## config.mk

```make
export PLATFORM = sky130hd
export DESIGN_NAME = ser_reg_port
export DESIGN_NICKNAME = d
export VERILOG_FILES = /design/src/rtl/ser_reg_pkg.sv /design/src/rtl/ser_reg_sync.sv /design/src/rtl/ser_reg_frame.sv /design/src/rtl/ser_reg_bank.sv /design/src/rtl/ser_reg_port.sv
export SDC_FILE = /design/constraint.sdc
export NUM_CORES = 1
export LEC_CHECK = 0
export BUFFER_PORTS_ARGS = -buffer_cell sky130_fd_sc_hd__buf_2
export CAP_MARGIN = 20
export CORE_ASPECT_RATIO = 0.9
export CORE_MARGIN = 2
export CORE_UTILIZATION = 55
export CTS_CLUSTER_DIAMETER = 100
export DETAILED_ROUTE_END_ITERATION = 8
export PLACE_DENSITY = 0.75
export SYNTH_ARGS = -nofsm -noshare
export SYNTH_HDL_FRONTEND = slang
export SYNTH_SLANG_ARGS = --single-unit
```

## constraint.sdc

```tcl
create_clock -name clk_i -period 2.7 [get_ports clk_i]
set_clock_uncertainty 0.1 [all_clocks]
set_input_delay 0.54 -clock clk_i [delete_from_list [all_inputs] [get_ports clk_i]]
set_output_delay 0.54 -clock clk_i [all_outputs]
set_load 0.01 [all_outputs]
```

## src/rtl/ser_reg_pkg.sv

```systemverilog
package ser_reg_pkg;
  localparam int unsigned REG_W = 8;
  localparam logic [2:0] CMD_RD = 3'b110;
  localparam logic [2:0] CMD_WR = 3'b111;

  // writable bits per register; the rest are test-only
  function automatic logic [REG_W-1:0] wr_mask(input int unsigned idx);
    case (idx)
      9:       return 8'h0F;
      10:      return 8'h7F;
      default: return 8'hFF;
    endcase
  endfunction
endpackage

```

## src/rtl/ser_reg_sync.sv

```systemverilog
module ser_reg_sync #(
  parameter int unsigned W = 1,
  parameter logic [W-1:0] RST_VAL = '0
) (
  input  logic         clk_i,
  input  logic         rst_ni,
  input  logic [W-1:0] d_i,
  output logic [W-1:0] q_o
);
  logic [W-1:0] s1_q, s2_q;

  always_ff @(posedge clk_i or negedge rst_ni) begin
    if (!rst_ni) begin
      s1_q <= RST_VAL;
      s2_q <= RST_VAL;
    end else begin
      s1_q <= d_i;
      s2_q <= s1_q;
    end
  end

  assign q_o = s2_q;
endmodule

```

## src/rtl/ser_reg_frame.sv

```systemverilog
module ser_reg_frame
  import ser_reg_pkg::*;
#(
  parameter int unsigned FW = 16,
  parameter int unsigned CW = 3,
  parameter int unsigned AW = 4,
  parameter int unsigned DW = 8
) (
  input  logic          clk_i,
  input  logic          rst_ni,
  input  logic          cs_s_i,
  input  logic          sclk_s_i,
  input  logic          sdi_s_i,
  input  logic [DW-1:0] rd_data_i,
  output logic [AW-1:0] rd_addr_o,
  output logic          wr_en_o,
  output logic [AW-1:0] wr_addr_o,
  output logic [DW-1:0] wr_data_o,
  output logic          sdo_o,
  output logic          oe_o
);
  localparam int unsigned HDR = CW + AW + 1;  // pulse carrying the turnaround bit
  localparam int unsigned PW  = $clog2(FW + 1);

  logic          sclk_d_q;
  logic [PW-1:0] pos_q;
  logic [FW-2:0] sh_q;
  logic [DW-1:0] rd_sh_q;
  logic          sdo_q, oe_q;
  logic          rise, fall;
  logic [CW-1:0] hdr_cmd, wr_cmd;

  assign rise = sclk_s_i & ~sclk_d_q;
  assign fall = ~sclk_s_i & sclk_d_q;

  assign hdr_cmd   = sh_q[HDR-1 -: CW];
  assign rd_addr_o = sh_q[HDR-1-CW -: AW];

  assign wr_cmd    = sh_q[FW-2 -: CW];
  assign wr_addr_o = sh_q[FW-2-CW -: AW];
  assign wr_data_o = {sh_q[DW-2:0], sdi_s_i};
  assign wr_en_o   = !cs_s_i && rise && (pos_q == PW'(FW - 1)) && (wr_cmd == CMD_WR);

  always_ff @(posedge clk_i or negedge rst_ni) begin
    if (!rst_ni) sclk_d_q <= 1'b0;
    else         sclk_d_q <= sclk_s_i;
  end

  always_ff @(posedge clk_i or negedge rst_ni) begin
    if (!rst_ni) begin
      pos_q <= '0;
      sh_q  <= '0;
    end else if (cs_s_i) begin
      pos_q <= '0;
    end else if (rise) begin
      sh_q  <= {sh_q[FW-3:0], sdi_s_i};
      pos_q <= (pos_q == PW'(FW)) ? PW'(1) : pos_q + PW'(1);
    end
  end

  always_ff @(posedge clk_i or negedge rst_ni) begin
    if (!rst_ni) begin
      oe_q    <= 1'b0;
      sdo_q   <= 1'b0;
      rd_sh_q <= '0;
    end else if (cs_s_i) begin
      oe_q <= 1'b0;
    end else if (fall) begin
      if (pos_q == PW'(HDR) && hdr_cmd == CMD_RD) begin
        oe_q    <= 1'b1;
        sdo_q   <= rd_data_i[DW-1];
        rd_sh_q <= rd_data_i << 1;
      end else if (pos_q == PW'(FW)) begin
        oe_q <= 1'b0;
      end else if (oe_q) begin
        sdo_q   <= rd_sh_q[DW-1];
        rd_sh_q <= rd_sh_q << 1;
      end
    end
  end

  assign sdo_o = sdo_q;
  assign oe_o  = oe_q;

  a_r3_drive_starts_after_header: assert property (@(posedge clk_i) disable iff (!rst_ni)
    $rose(oe_q) |-> (pos_q == PW'(HDR)));
  a_r4_release_on_edge_or_cs: assert property (@(posedge clk_i) disable iff (!rst_ni)
    $fell(oe_q) |-> ($past(cs_s_i) || ($past(fall) && $past(pos_q) == PW'(FW))));
  a_r7_cs_high_releases: assert property (@(posedge clk_i) disable iff (!rst_ni)
    cs_s_i |=> !oe_q);
  a_r8_pos_bounded: assert property (@(posedge clk_i) disable iff (!rst_ni)
    pos_q <= PW'(FW));
endmodule

```

## src/rtl/ser_reg_bank.sv

```systemverilog
module ser_reg_bank
  import ser_reg_pkg::*;
#(
  parameter int unsigned NREG = 11,
  parameter int unsigned AW   = 4,
  parameter int unsigned DW   = REG_W
) (
  input  logic             clk_i,
  input  logic             rst_ni,
  input  logic             wr_en_i,
  input  logic [AW-1:0]    wr_addr_i,
  input  logic [DW-1:0]    wr_data_i,
  input  logic [AW-1:0]    rd_addr_i,
  output logic [DW-1:0]    rd_data_o,
  output logic [NREG*DW-1:0] regs_o
);
  logic [DW-1:0] regs_q [NREG];

  for (genvar i = 0; i < NREG; i++) begin : g_reg
    always_ff @(posedge clk_i or negedge rst_ni) begin
      if (!rst_ni)                                     regs_q[i] <= '0;
      else if (wr_en_i && wr_addr_i == AW'(i))         regs_q[i] <= wr_data_i & wr_mask(i);
    end
    assign regs_o[i*DW +: DW] = regs_q[i];

    a_r2_change_needs_commit: assert property (@(posedge clk_i) disable iff (!rst_ni)
      !$stable(regs_q[i]) |-> $past(wr_en_i));
  end

  // reserved indices fall through to zero
  always_comb begin
    rd_data_o = '0;
    for (int i = 0; i < NREG; i++)
      if (rd_addr_i == AW'(i)) rd_data_o = regs_q[i];
  end

  a_r11_reserved_write_ignored: assert property (@(posedge clk_i) disable iff (!rst_ni)
    (wr_en_i && wr_addr_i >= AW'(NREG)) |=> $stable(regs_o));
endmodule

```

## src/rtl/ser_reg_port.sv

```systemverilog
module ser_reg_port
  import ser_reg_pkg::*;
#(
  parameter int unsigned NREG = 11,
  parameter int unsigned AW   = 4,
  parameter int unsigned CW   = 3,
  parameter int unsigned DW   = REG_W,
  localparam int unsigned FW  = CW + AW + 1 + DW
) (
  input  logic               clk_i,
  input  logic               rst_ni,
  input  logic               cs_ni,
  input  logic               sclk_i,
  input  logic               sdi_i,
  output logic               sdo_o,
  output logic               sdo_oe_o,
  output logic [NREG*DW-1:0] regs_o
);
  logic cs_s, sclk_s, sdi_s;
  logic          wr_en;
  logic [AW-1:0] wr_addr, rd_addr;
  logic [DW-1:0] wr_data, rd_data;

  ser_reg_sync #(.W(3), .RST_VAL(3'b100)) u_sync (
    .clk_i  (clk_i),
    .rst_ni (rst_ni),
    .d_i    ({cs_ni, sclk_i, sdi_i}),
    .q_o    ({cs_s, sclk_s, sdi_s})
  );

  ser_reg_frame #(.FW(FW), .CW(CW), .AW(AW), .DW(DW)) u_frame (
    .clk_i     (clk_i),
    .rst_ni    (rst_ni),
    .cs_s_i    (cs_s),
    .sclk_s_i  (sclk_s),
    .sdi_s_i   (sdi_s),
    .rd_data_i (rd_data),
    .rd_addr_o (rd_addr),
    .wr_en_o   (wr_en),
    .wr_addr_o (wr_addr),
    .wr_data_o (wr_data),
    .sdo_o     (sdo_o),
    .oe_o      (sdo_oe_o)
  );

  ser_reg_bank #(.NREG(NREG), .AW(AW), .DW(DW)) u_bank (
    .clk_i     (clk_i),
    .rst_ni    (rst_ni),
    .wr_en_i   (wr_en),
    .wr_addr_i (wr_addr),
    .wr_data_i (wr_data),
    .rd_addr_i (rd_addr),
    .rd_data_o (rd_data),
    .regs_o    (regs_o)
  );
endmodule

```

==> insert_results.sql, run 1 <==
INSERT INTO impl_metrics (metric_group, metric, value, unit) VALUES
('timing', 'setup_violation_total_in_the_final_timing_report', '0', ''),
('worst_setup_path', 'worstSetupEndpointType', 'flop', ''),
('timing', 'hold_viol_final', '0', ''),
('detailed_routing', 'ant_nets', '0', ''),
('placement', 'gpl.final_weighted_congestion', '0.8752', ''),
('logic_synthesis', 'ys_types', '61', ''),
('worst_setup_path', 'critical-path-top-cell-by-count', 'ha_1', ''),
('worst_setup_path', 'cpMaxStageDelayCell', 'dfrtp_1', ''),
('clock_tree', 'path_clk_slew', '0.05', 'ns'),
('detailed_routing', 'vias_per_cell', '6.038', ''),
('clock_tree', 'cts_setup_buffers', '0', ''),
('clock_tree', 'max_root_sink_buffers', '2', ''),
('logic_synthesis', 'proportion_of_synthesized_chip_area_in_sequential_cells', '0.5234', ''),
('clock_tree', 'tritoncts_num_sinks', '119', ''),
('placement', 'io_buffer_count', '89', ''),
('die', 'floorplan.die.width', '111.3', 'um'),
('worst_setup_path', 'crit_fanout', '5', ''),
('timing', 'worst_slew_pin_slew', '0.7045', 'ns'),
('worst_setup_path', 'crit_path_cell_trace', 'ha_1, and3_1, ha_1, nand4_1, nor3_4, nand3b_2, nor2_2, buf_4, mux2_2', ''),
('global_route', 'grt_first_pass_wirelength', '24.06', 'mm'),
('logic_synthesis', 'yosys-mux-area-fraction', '0.2200', ''),
('timing', 'fin_tns_setup', '0', 'ns'),
('timing', 'relSlewSlack', '0.5244', ''),
('clock_tree', 'numCtsBuffers', '17', ''),
('worst_setup_path', 'critical_setup_path_kind', 'flop to flop', ''),
('timing', 'fmax', '397.3', 'MHz'),
('global_route', 'grt_util_all_layers', '0.2854', ''),
('status', 'status', 'finished clean', ''),
('worst_setup_path', 'timing.reg2reg.setup_slack', '0.18', 'ns'),
('detailed_routing', 'avgRoutedWirePerCell', '21.50', 'um'),
('flow_run', 'cap_viol_max_count', '0', ''),
('die', 'num_rows', '35', ''),
('die', 'initial_core_util', '0.5605', ''),
('power', 'p_per_area', '749.6', 'nW/um^2'),
('global_route', 'number_of_global_route_vias_before_repair', '4188', ''),
('cells_and_area', 'final_area', '6959', 'um^2'),
('logic_synthesis', 'synth_xor_area_frac', '0.001538', ''),
('clock_tree', 'htree_num_levels', '4', ''),
('timing', 'final-max-slew-violation-count', '0', ''),
('logic_synthesis', 'ys_seq_elements', '119', ''),
('placement', 'place_area', '6332', 'um^2'),
('worst_setup_path', 'cp.arrival', '2.72', 'ns'),
('placement', 'place_inst', '678', ''),
('logic_synthesis', 'synth-simple-area-share', '0.1103', ''),
('cells_and_area', 'final_cell_count_no_fill', '710', ''),
('logic_synthesis', 'synth_area', '5694', 'um^2'),
('logic_synthesis', 'synth.largest_area_cell', 'dfrtp_1', ''),
('detailed_routing', 'drt_pre_antenna_iters', '5', ''),
('detailed_routing', 'drc', '0', ''),
('logic_synthesis', 'postSynthCellCount', '465', ''),
('global_route', 'grt-ovfl-total', '0', ''),
('logic_synthesis', 'post_synthesis_share_of_cell_area_spent_on_full_adders_half_adders_and_majority_gates', '0.006592', ''),
('detailed_routing', 'route.vias.total', '4287', ''),
('logic_synthesis', 'synthArstFlopShare', '1.000', ''),
('clock_tree', 'cts_tree', 'yes', ''),
('die', 'ios', '95', ''),
('detailed_routing', 'postRouteWirelength', '15.26', 'mm'),
('global_route', 'grt_start_max_net_pins', '49', ''),
('global_route', 'initial_antenna_violation_count', '0', ''),
('cells_and_area', 'antenna_cells', '0', ''),
('timing', 'fin_crit', '2.517', 'ns'),
('cells_and_area', 'share_of_final_layout_standard_cells_stronger_than_drive_strength_1', '0.4544', ''),
('die', 'core_area', '10160', 'um^2'),
('logic_synthesis', 'post_synth.cell_area_avg', '12.25', 'um^2'),
('power', 'leakagePower', '3.518', 'nW'),
('logic_synthesis', 'netlist_top_cells_area', 'dfrtp_1 (51%), mux2_2 (20%), nor2_1 (1.6%)', ''),
('min_path', 'worstHoldPathType', 'input port to asynchronous set/reset pin', ''),
('clock_tree', 'cts.root.buffer_cell', 'clkbuf_16', ''),
('logic_synthesis', 'post-synth-top-area-fraction', '0.5142', ''),
('worst_setup_path', 'timing.critical_path.from_type', 'flop', ''),
('power', 'worst_ir_drop_vdd', '0.0005174', 'V');
==> cell type report <==
type,count,area [um^2],area share
clock buffer,19,442.9,0.06365
clock inverter,13,178.9,0.02571
inverter,6,22.52,0.003236
multi-input combinational,310,2524,0.3626
sequential,119,2982,0.4284
tap,129,161.4,0.02319
timing repair buffer,114,648.1,0.09313
==> logic make-up (layout without fill, tap and decap cells) <==
| family | count (synthesis) | count (layout) |
|---|---|---|
| compound gates | 82 | 82 |
| xor+xnor | 1 | 1 |
| fa+ha+maj | 3 | 3 |
| buf+inv | 40 | 152 |
| flops | 119 | 119 |
| mux | 109 | 109 |
| other cells | 1 | 5 |
| simple gates | 110 | 110 |
==> stage by stage <==
| stage | utilization | power [mW] | setup slack (ns) | hold slack [ns] |
|---|---|---|---|---|
| CTS | 0.6845 | 5.218 | 0.04685 | 0.04558 |
| floorplan | - | 2.509 | 0.5127 | 0.1444 |
| global placement | 0.6233 | 2.826 | 0.1363 | 0.2361 |
| finish | 0.6850 | 5.217 | 0.1833 | 0.03055 |
| detailed placement | 0.6233 | 2.846 | 0.07223 | 0.2363 |
| global route | 0.6850 | 5.391 | 0.02803 | 0.07486 |
==> timing repair <==
action	in CTS	in global routing
hold buffers	0	0
setup endpoints to repair	0	8
resized for setup	0	1
==> final timing paths <==
| check | from | end | cells past startpoint |
|---|---|---|---|
| max | u_frame.pos_q[0]$_DFFE_PN0P_ | u_bank.regs_o[62]$_DFFE_PN0P_ | 9 |
| min | rst_ni | u_bank.regs_o[51]$_DFFE_PN0P_ | 1 |
| max reg2reg | u_frame.pos_q[0]$_DFFE_PN0P_ | u_bank.regs_o[62]$_DFFE_PN0P_ | 9 |
| min reg2reg | u_sync.s1_q[1]$_DFF_PN0_ | u_sync.q_o[1]$_DFF_PN0_ | 0 |
| max in group asynchronous | rst_ni | u_bank.regs_o[4]$_DFFE_PN0P_ | 2 |
| min in group clk_i | cs_ni | u_sync.s1_q[2]$_DFF_PN1_ | 1 |
==> cells in the mapped netlist (all sizes together) (4+ instances only) <==
cell type	instances
clkbuf	12
nor2	29
nand2b	12
nand3b	5
mux2i	7
nand2	24
a211oi	6
buf	22
o21ai	17
inv	6
dfrtp	117
a21oi	16
and3	5
a32oi	5
nor2b	10
nor3	7
nand3	4
mux2	99
==> worst max-delay path: cells and delay by family, from the launching register on <==
kind,cells,cell delay [ns]
flip-flops,1,0.40
multiplexers,1,0.35
adder cells (fa/ha/maj),2,0.34
AND/OR/NAND/NOR,5,0.99
buffers and inverters,1,0.21
==> registers in the layout, summed over array words and instances, names as in the netlist <==
name              flops
u_frame.pos_q         5
u_frame.oe_o          1
u_sync.q_o            3
u_sync.s1_q           3
u_frame.sclk_d_q      1
u_frame.sh_q         15
u_bank.regs_o        83
u_frame.rd_sh_q       7
u_frame.sdo_o         1
==> layer usage <==
layer  wire length (um)  global-route usage
met1               6811              0.4068
met2               7218              0.4367
met3                995             0.07336
met4                238             0.08832
met5                  0                   0
==> placed cells by master (no fill, tap or decap), types with 5 or more instances in the layout <==
master	count
dfrtp_1	116
mux2_2	99
buf_2	88
nor2_1	25
buf_4	25
nand2_1	24
clkbuf_16	17
a21oi_1	16
o21ai_0	16
nand2b_1	11
nor2b_1	10
mux2i_1	7
inv_1	6
a211oi_1	6
and3_1	5
a32oi_1	5
conb_1	5
==> report_power, final <==
part / leakage, nW / switching (mW) / internal [mW]
logic: 1.59 / 0.523 / 0.327
registers: 1.63 / 0.158 / 1.84
clock network: 0.295 / 0.812 / 1.56
total: 3.52 / 1.49 / 3.72
Note: power is estimated with default switching activity, not from simulation.
==> run 2: changes to the inputs <==
Settings changed: REMOVE_ABC_BUFFERS set to 1.
==> run 2 against run 1 <==
- sequential cell count unchanged
- final cell count decreased by 0.56%
- highest routed layer unchanged
- combinational power decreased by 6.4%
- clock power decreased by 4%
==> insert_results.sql, run 2 (same netlist as run 1, synthesis figures left out) <==
INSERT INTO impl_metrics (metric_group, metric, value, unit) VALUES
('clock_tree', 'cts.root.buffer_cell', 'clkbuf_16', ''),
('worst_setup_path', 'critical-path-top-cell-by-count', 'ha_1', ''),
('clock_tree', 'numCtsBuffers', '17', ''),
('clock_tree', 'post_cts_hold_buffer_count', '0', ''),
('detailed_routing', 'vias_per_cell', '6.089', ''),
('die', 'ios', '95', ''),
('cells_and_area', 'finish.utilization', '0.6804', ''),
('worst_setup_path', 'crit_path_cell_trace', 'ha_1, and3_1, ha_1, nand4_1, nor3_4, nand3b_2, nor2_2, mux2_2', ''),
('timing', 'finalCritPeriodShare', '0.9580', ''),
('placement', 'place_area', '6315', 'um^2'),
('timing', 'worst_slew_pin_slew', '0.6709', 'ns'),
('timing', 'relSlewSlack', '0.5470', ''),
('clock_tree', 'htree_num_levels', '4', ''),
('clock_tree', 'cts_resized', '0', ''),
('detailed_routing', 'avgRoutedWirePerCell', '20.73', 'um'),
('placement', 'place.detailed.hpwl', '10.21', 'mm'),
('power', 'p_per_area', '735.0', 'nW/um^2'),
('die', 'initial_core_util', '0.5605', ''),
('timing', 'worst_hold_slack', '0.04534', 'ns'),
('detailed_routing', 'route.vias.total', '4299', ''),
('timing', 'grt_setup_unrepaired', 'no', ''),
('cells_and_area', 'final_area', '6913', 'um^2'),
('detailed_routing', 'drt_pre_antenna_iters', '5', ''),
('die', 'die_h', '100.5', 'um'),
('power', 'worst_ir_drop_vdd', '0.0006923', 'V'),
('timing', 'final_critical_path_setup_slack', '0.1134', 'ns'),
('clock_tree', 'cts_setup_buffers', '0', ''),
('worst_setup_path', 'setup.worst_path.start', 'u_frame.pos_q[0]$_DFFE_PN0P_', ''),
('timing', 'final-max-slew-violation-count', '0', ''),
('clock_tree', 'path_clk_slew', '0.06', 'ns'),
('timing', 'fin_tns_setup', '0', 'ns'),
('worst_setup_path', 'critical_setup_path_kind', 'flop to flop', ''),
('worst_setup_path', 'cpMaxStageDelayCell', 'nor2_2', ''),
('die', 'floorplan.die.width', '111.3', 'um'),
('global_route', 'initial_antenna_violation_count', '0', ''),
('cells_and_area', 'share_of_final_layout_standard_cells_stronger_than_drive_strength_1', '0.4506', ''),
('timing', 'fmax', '386.6', 'MHz'),
('min_path', 'worstHoldPathType', 'input port to asynchronous set/reset pin', ''),
('detailed_routing', 'postRouteWirelength', '14.64', 'mm'),
('cells_and_area', 'final-seq-area', '2982', 'um^2'),
('placement', 'gpl.final_weighted_congestion', '0.9384', ''),
('worst_setup_path', 'critical_path.reg2reg.endpoint', 'u_bank.regs_o[41]$_DFFE_PN0P_', ''),
('worst_setup_path', 'regToRegStartpoint', 'u_frame.pos_q[0]$_DFFE_PN0P_', ''),
('worst_setup_path', 'last_element_of_the_critical_path', 'u_bank.regs_o[41]$_DFFE_PN0P_', ''),
('cells_and_area', 'antenna_cells', '0', ''),
('power', 'leakagePower', '3.494', 'nW'),
('worst_setup_path', 'required_time_reported_for_the_critical_path_endpoint', '2.89', 'ns'),
('cells_and_area', 'multi_input_comb_area', '2519', 'um^2'),
('flow_run', 'cap_viol_max_count', '0', ''),
('worst_setup_path', 'cp.arrival', '2.78', 'ns'),
('global_route', 'grt_first_pass_wirelength', '23.82', 'mm'),
('worst_setup_path', 'crit_fanout', '8', ''),
('die', 'num_rows', '35', ''),
('die', 'fp.dieArea', '11180', 'um^2'),
('placement', 'detailedPlace.worstSlack', '0.1571', 'ns'),
('detailed_routing', 'initialDrtViolationCount', '227', ''),
('worst_setup_path', 'timing.critical_path.from_type', 'flop', ''),
('worst_setup_path', 'worst-r2r-cell-count', '8', ''),
('cells_and_area', 'mostFrequentLayoutCells', 'dfrtp_1 (116), mux2_2 (99), buf_2 (88)', ''),
('timing', 'setup_violation_total_in_the_final_timing_report', '0', ''),
('worst_setup_path', 'timing.reg2reg.setup_slack', '0.11', 'ns'),
('placement', 'place_inst', '674', ''),
('placement', 'io_buffer_count', '89', ''),
('timing', 'fin_crit', '2.587', 'ns'),
('clock_tree', 'tritoncts_num_sinks', '119', ''),
('worst_setup_path', 'critical_path.max_stage_delay', '0.57', 'ns'),
('detailed_routing', 'ant_nets', '0', ''),
('cells_and_area', 'mostFrequentLayoutCell', 'dfrtp_1', ''),
('detailed_routing', 'drc', '0', ''),
('cells_and_area', 'layout-area-overhead-vs-synth', '21.40', '%'),
('global_route', 'grt_util_all_layers', '0.2773', ''),
('status', 'status', 'finished clean', ''),
('die', 'core_area', '10160', 'um^2'),
('cells_and_area', 'final_cell_count_no_fill', '706', ''),
('global_route', 'grt_start_max_net_pins', '45', ''),
('clock_tree', 'max_root_sink_buffers', '2', ''),
('clock_tree', 'clk_latency', '0.41', 'ns'),
('power', 'total_power_consumption', '5.081', 'mW'),
('timing', 'hold_viol_final', '0', ''),
('cells_and_area', 'num-fill-cells', '737', ''),
('worst_setup_path', 'worstSetupEndpointType', 'flop', ''),
('cells_and_area', 'final_nets', '572', ''),
('global_route', 'number_of_global_route_vias_before_repair', '4334', ''),
('clock_tree', 'cts_tree', 'yes', ''),
('cells_and_area', 'largest_reg_flops', '83', ''),
('global_route', 'grt-ovfl-total', '0', '');
[run 2: area by class of cell]
cell class / count / share of cell area
Clock inverter: 13 / 0.02244
Tap cell: 129 / 0.02335
Timing Repair Buffer: 110 / 0.09122
Multi-Input combinational cell: 310 / 0.3643
Inverter: 6 / 0.003258
Sequential cell: 119 / 0.4313
Clock buffer: 19 / 0.06407
[run 2: critical path, delay by kind of cell (launching register included)]
| kind | cells | cell delay [ns] |
|---|---|---|
| adders and majority gates | 2 | 0.33 |
| muxes | 1 | 0.42 |
| and+or+nand+nor | 5 | 1.22 |
| DFF | 1 | 0.40 |
[run 2: worst min-delay path by stage]
stage	from	to	slack (ns)	cells past startpoint
after floorplan	rst_ni	u_bank.regs_o[0]$_DFFE_PN0P_	0.14	0
after global placement	u_sync.s1_q[1]$_DFF_PN0_	u_sync.q_o[1]$_DFF_PN0_	0.23	0
after global routing	rst_ni	u_bank.regs_o[2]$_DFFE_PN0P_	0.09	1
after CTS	rst_ni	u_bank.regs_o[60]$_DFFE_PN0P_	0.06	1
after detailed placement	u_sync.s1_q[0]$_DFF_PN0_	u_sync.q_o[0]$_DFF_PN0_	0.24	0
final	rst_ni	u_bank.regs_o[46]$_DFFE_PN0P_	0.05	1
[run 2: per-layer routing]
layer,track usage,up-vias,part of all wire
li1,-,1894,-
met1,0.3816,2146,0.42
met2,0.4231,226,0.47
met3,0.07216,33,0.086
met4,0.1197,0,0.031
met5,0,-,0
[run 2: power breakdown]
part           leakage, nW  internal, mW  switching, mW
Sequential            1.63          1.84          0.173
Combinational         1.57         0.308          0.488
Clock                0.288          1.47          0.806
==> run 3: changes to the inputs <==
Settings changed: RECOVER_POWER set to 25.
==> run 3 against run 2 <==
- via count unchanged
- critical path depth is the same
- first-iteration DRC count is 0.88% lower
- clock power barely moved
- routed wire length grew 0.24%
- critical endpoint unchanged
==> insert_results.sql, run 3 (same netlist as run 1, synthesis figures left out) <==
INSERT INTO impl_metrics (metric_group, metric, value, unit) VALUES
('timing', 'setup_violation_total_in_the_final_timing_report', '0', ''),
('cells_and_area', 'num-fill-cells', '739', ''),
('global_route', 'grt_first_pass_wirelength', '23.82', 'mm'),
('power', 'worst_ir_drop_vdd', '0.0006912', 'V'),
('global_route', 'grt-ovfl-total', '0', ''),
('die', 'ios', '95', ''),
('cells_and_area', 'antenna_cells', '0', ''),
('cells_and_area', 'final_area', '6895', 'um^2'),
('placement', 'place_area', '6315', 'um^2'),
('cells_and_area', 'largest_reg_flops', '83', ''),
('worst_setup_path', 'crit_fanout', '8', ''),
('clock_tree', 'numCtsBuffers', '17', ''),
('clock_tree', 'htree_num_levels', '4', ''),
('worst_setup_path', 'required_time_reported_for_the_critical_path_endpoint', '2.89', 'ns'),
('cells_and_area', 'mostFrequentLayoutCell', 'dfrtp_1', ''),
('worst_setup_path', 'cpMaxStageDelayCell', 'nor2_2', ''),
('cells_and_area', 'mostFrequentLayoutCells', 'dfrtp_1 (116), mux2_2 (99), buf_2 (88)', ''),
('timing', 'finalCritPeriodShare', '0.9498', ''),
('detailed_routing', 'drt_pre_antenna_iters', '7', ''),
('clock_tree', 'cts.root.buffer_cell', 'clkbuf_16', ''),
('placement', 'place.detailed.hpwl', '10.21', 'mm'),
('global_route', 'number_of_global_route_vias_before_repair', '4334', ''),
('worst_setup_path', 'crit_path_cell_trace', 'ha_1, and3_1, ha_1, nand4_1, nor3_4, nand3b_2, nor2_2, mux2_2', ''),
('flow_run', 'cap_viol_max_count', '0', ''),
('clock_tree', 'cts_resized', '0', ''),
('detailed_routing', 'postRouteWirelength', '14.67', 'mm'),
('global_route', 'initial_antenna_violation_count', '0', ''),
('clock_tree', 'tritoncts_num_sinks', '119', ''),
('power', 'p_per_area', '736.8', 'nW/um^2'),
('timing', 'worst_slew_pin_slew', '1.141', 'ns'),
('clock_tree', 'max_root_sink_buffers', '2', ''),
('timing', 'hold_viol_final', '0', ''),
('die', 'floorplan.die.width', '111.3', 'um'),
('placement', 'gpl.final_weighted_congestion', '0.9384', ''),
('clock_tree', 'post_cts_hold_buffer_count', '0', ''),
('worst_setup_path', 'worstSetupEndpointType', 'flop', ''),
('die', 'die_h', '100.5', 'um'),
('timing', 'worst_hold_slack', '0.1241', 'ns'),
('clock_tree', 'cts_setup_buffers', '0', ''),
('cells_and_area', 'layout-area-overhead-vs-synth', '21.09', '%'),
('detailed_routing', 'vias_per_cell', '6.089', ''),
('worst_setup_path', 'timing.critical_path.from_type', 'flop', ''),
('worst_setup_path', 'critical_path.max_stage_delay', '0.55', 'ns'),
('timing', 'final-max-slew-violation-count', '0', ''),
('timing', 'fin_crit', '2.564', 'ns'),
('die', 'core_area', '10160', 'um^2'),
('die', 'fp.dieArea', '11180', 'um^2'),
('timing', 'relSlewSlack', '0.2394', ''),
('worst_setup_path', 'critical-path-top-cell-by-count', 'ha_1', ''),
('cells_and_area', 'finish.utilization', '0.6787', ''),
('worst_setup_path', 'critical_setup_path_kind', 'flop to flop', ''),
('cells_and_area', 'share_of_final_layout_standard_cells_stronger_than_drive_strength_1', '0.4506', ''),
('power', 'leakagePower', '3.489', 'nW'),
('timing', 'fmax', '389.9', 'MHz'),
('global_route', 'grt_util_all_layers', '0.2773', ''),
('timing', 'fin_tns_setup', '0', 'ns'),
('die', 'initial_core_util', '0.5605', ''),
('detailed_routing', 'drc', '0', ''),
('placement', 'io_buffer_count', '89', ''),
('global_route', 'grt_start_max_net_pins', '45', ''),
('timing', 'grt_setup_unrepaired', 'no', ''),
('status', 'status', 'finished clean', ''),
('clock_tree', 'clk_latency', '0.42', 'ns'),
('detailed_routing', 'route.vias.total', '4299', ''),
('detailed_routing', 'ant_nets', '0', ''),
('detailed_routing', 'initialDrtViolationCount', '225', ''),
('die', 'num_rows', '35', ''),
('clock_tree', 'cts_tree', 'yes', ''),
('clock_tree', 'path_clk_slew', '0.05', 'ns'),
('min_path', 'worstHoldPathType', 'input port to flop', ''),
('detailed_routing', 'avgRoutedWirePerCell', '20.78', 'um'),
('worst_setup_path', 'cp.arrival', '2.76', 'ns'),
('cells_and_area', 'final_nets', '572', '');
[run 3: cell types whose count changed in the layout (fill, tap and decap cells not counted), sizes merged]
cell    change
clkbuf      +2
buf         -2
[run 3: final timing paths]
path	end	from	slack, ns	cells after the start
max in group asynchronous	u_frame.oe_o$_DFFE_PN0P_	rst_ni	0.76	2
min in group asynchronous	u_bank.regs_o[46]$_DFFE_PN0P_	rst_ni	0.25	1
setup reg to reg	u_bank.regs_o[41]$_DFFE_PN0P_	u_frame.pos_q[0]$_DFFE_PN0P_	0.14	8
hold reg to reg	u_sync.q_o[1]$_DFF_PN0_	u_sync.s1_q[1]$_DFF_PN0_	0.25	0
hold / removal	u_sync.s1_q[2]$_DFF_PN1_	cs_ni	0.12	1
setup / recovery	u_bank.regs_o[41]$_DFFE_PN0P_	u_frame.pos_q[0]$_DFFE_PN0P_	0.14	8
[run 3: routing by layer]
layer  vias to the layer above  share of wire  track usage
met1                      2189           0.43       0.3816
met3                        36          0.068      0.07216
li1                       1893              -            -
met5                         -              0            0
met4                         0          0.029       0.1197
met2                       181           0.47       0.4231
[run 3: area by class of cell]
type	instances	area (um^2)	area share
Multi-Input combinational cell	310	2519	0.3653
Timing Repair Buffer	110	613.1	0.08891
Tap cell	129	161.4	0.02341
Clock buffer	19	442.9	0.06424
Clock inverter	13	155.1	0.02250
Sequential cell	119	2982	0.4324
Inverter	6	22.52	0.003266
[run 3: metrics by stage]
stage / power [mW] / setup WS (ns) / cells
5_1_grt: 5.267 / 0.001267 / 706
6_report: 5.081 / 0.1355 / 706
4_1_cts: 5.074 / 0.1047 / 706
3_5_place_dp: 2.811 / 0.1571 / 674
3_3_place_gp: 2.798 / 0.1878 / 674
2_1_floorplan: 2.426 / 0.2927 / 435
[run 3: worst max-delay path, delay by kind of cell (launching register included)]
kind	cells	cell delay, ns
simple gates	5	1.20
mux	1	0.41
flops	1	0.40
fa+ha+maj	2	0.33
[run 3: power breakdown]
part           switching (mW)  total (mW)  leakage [nW]  internal [mW]
clock                   0.811        2.28         0.288           1.47
sequential              0.173        2.01          1.63           1.84
combinational           0.487       0.792          1.57          0.305
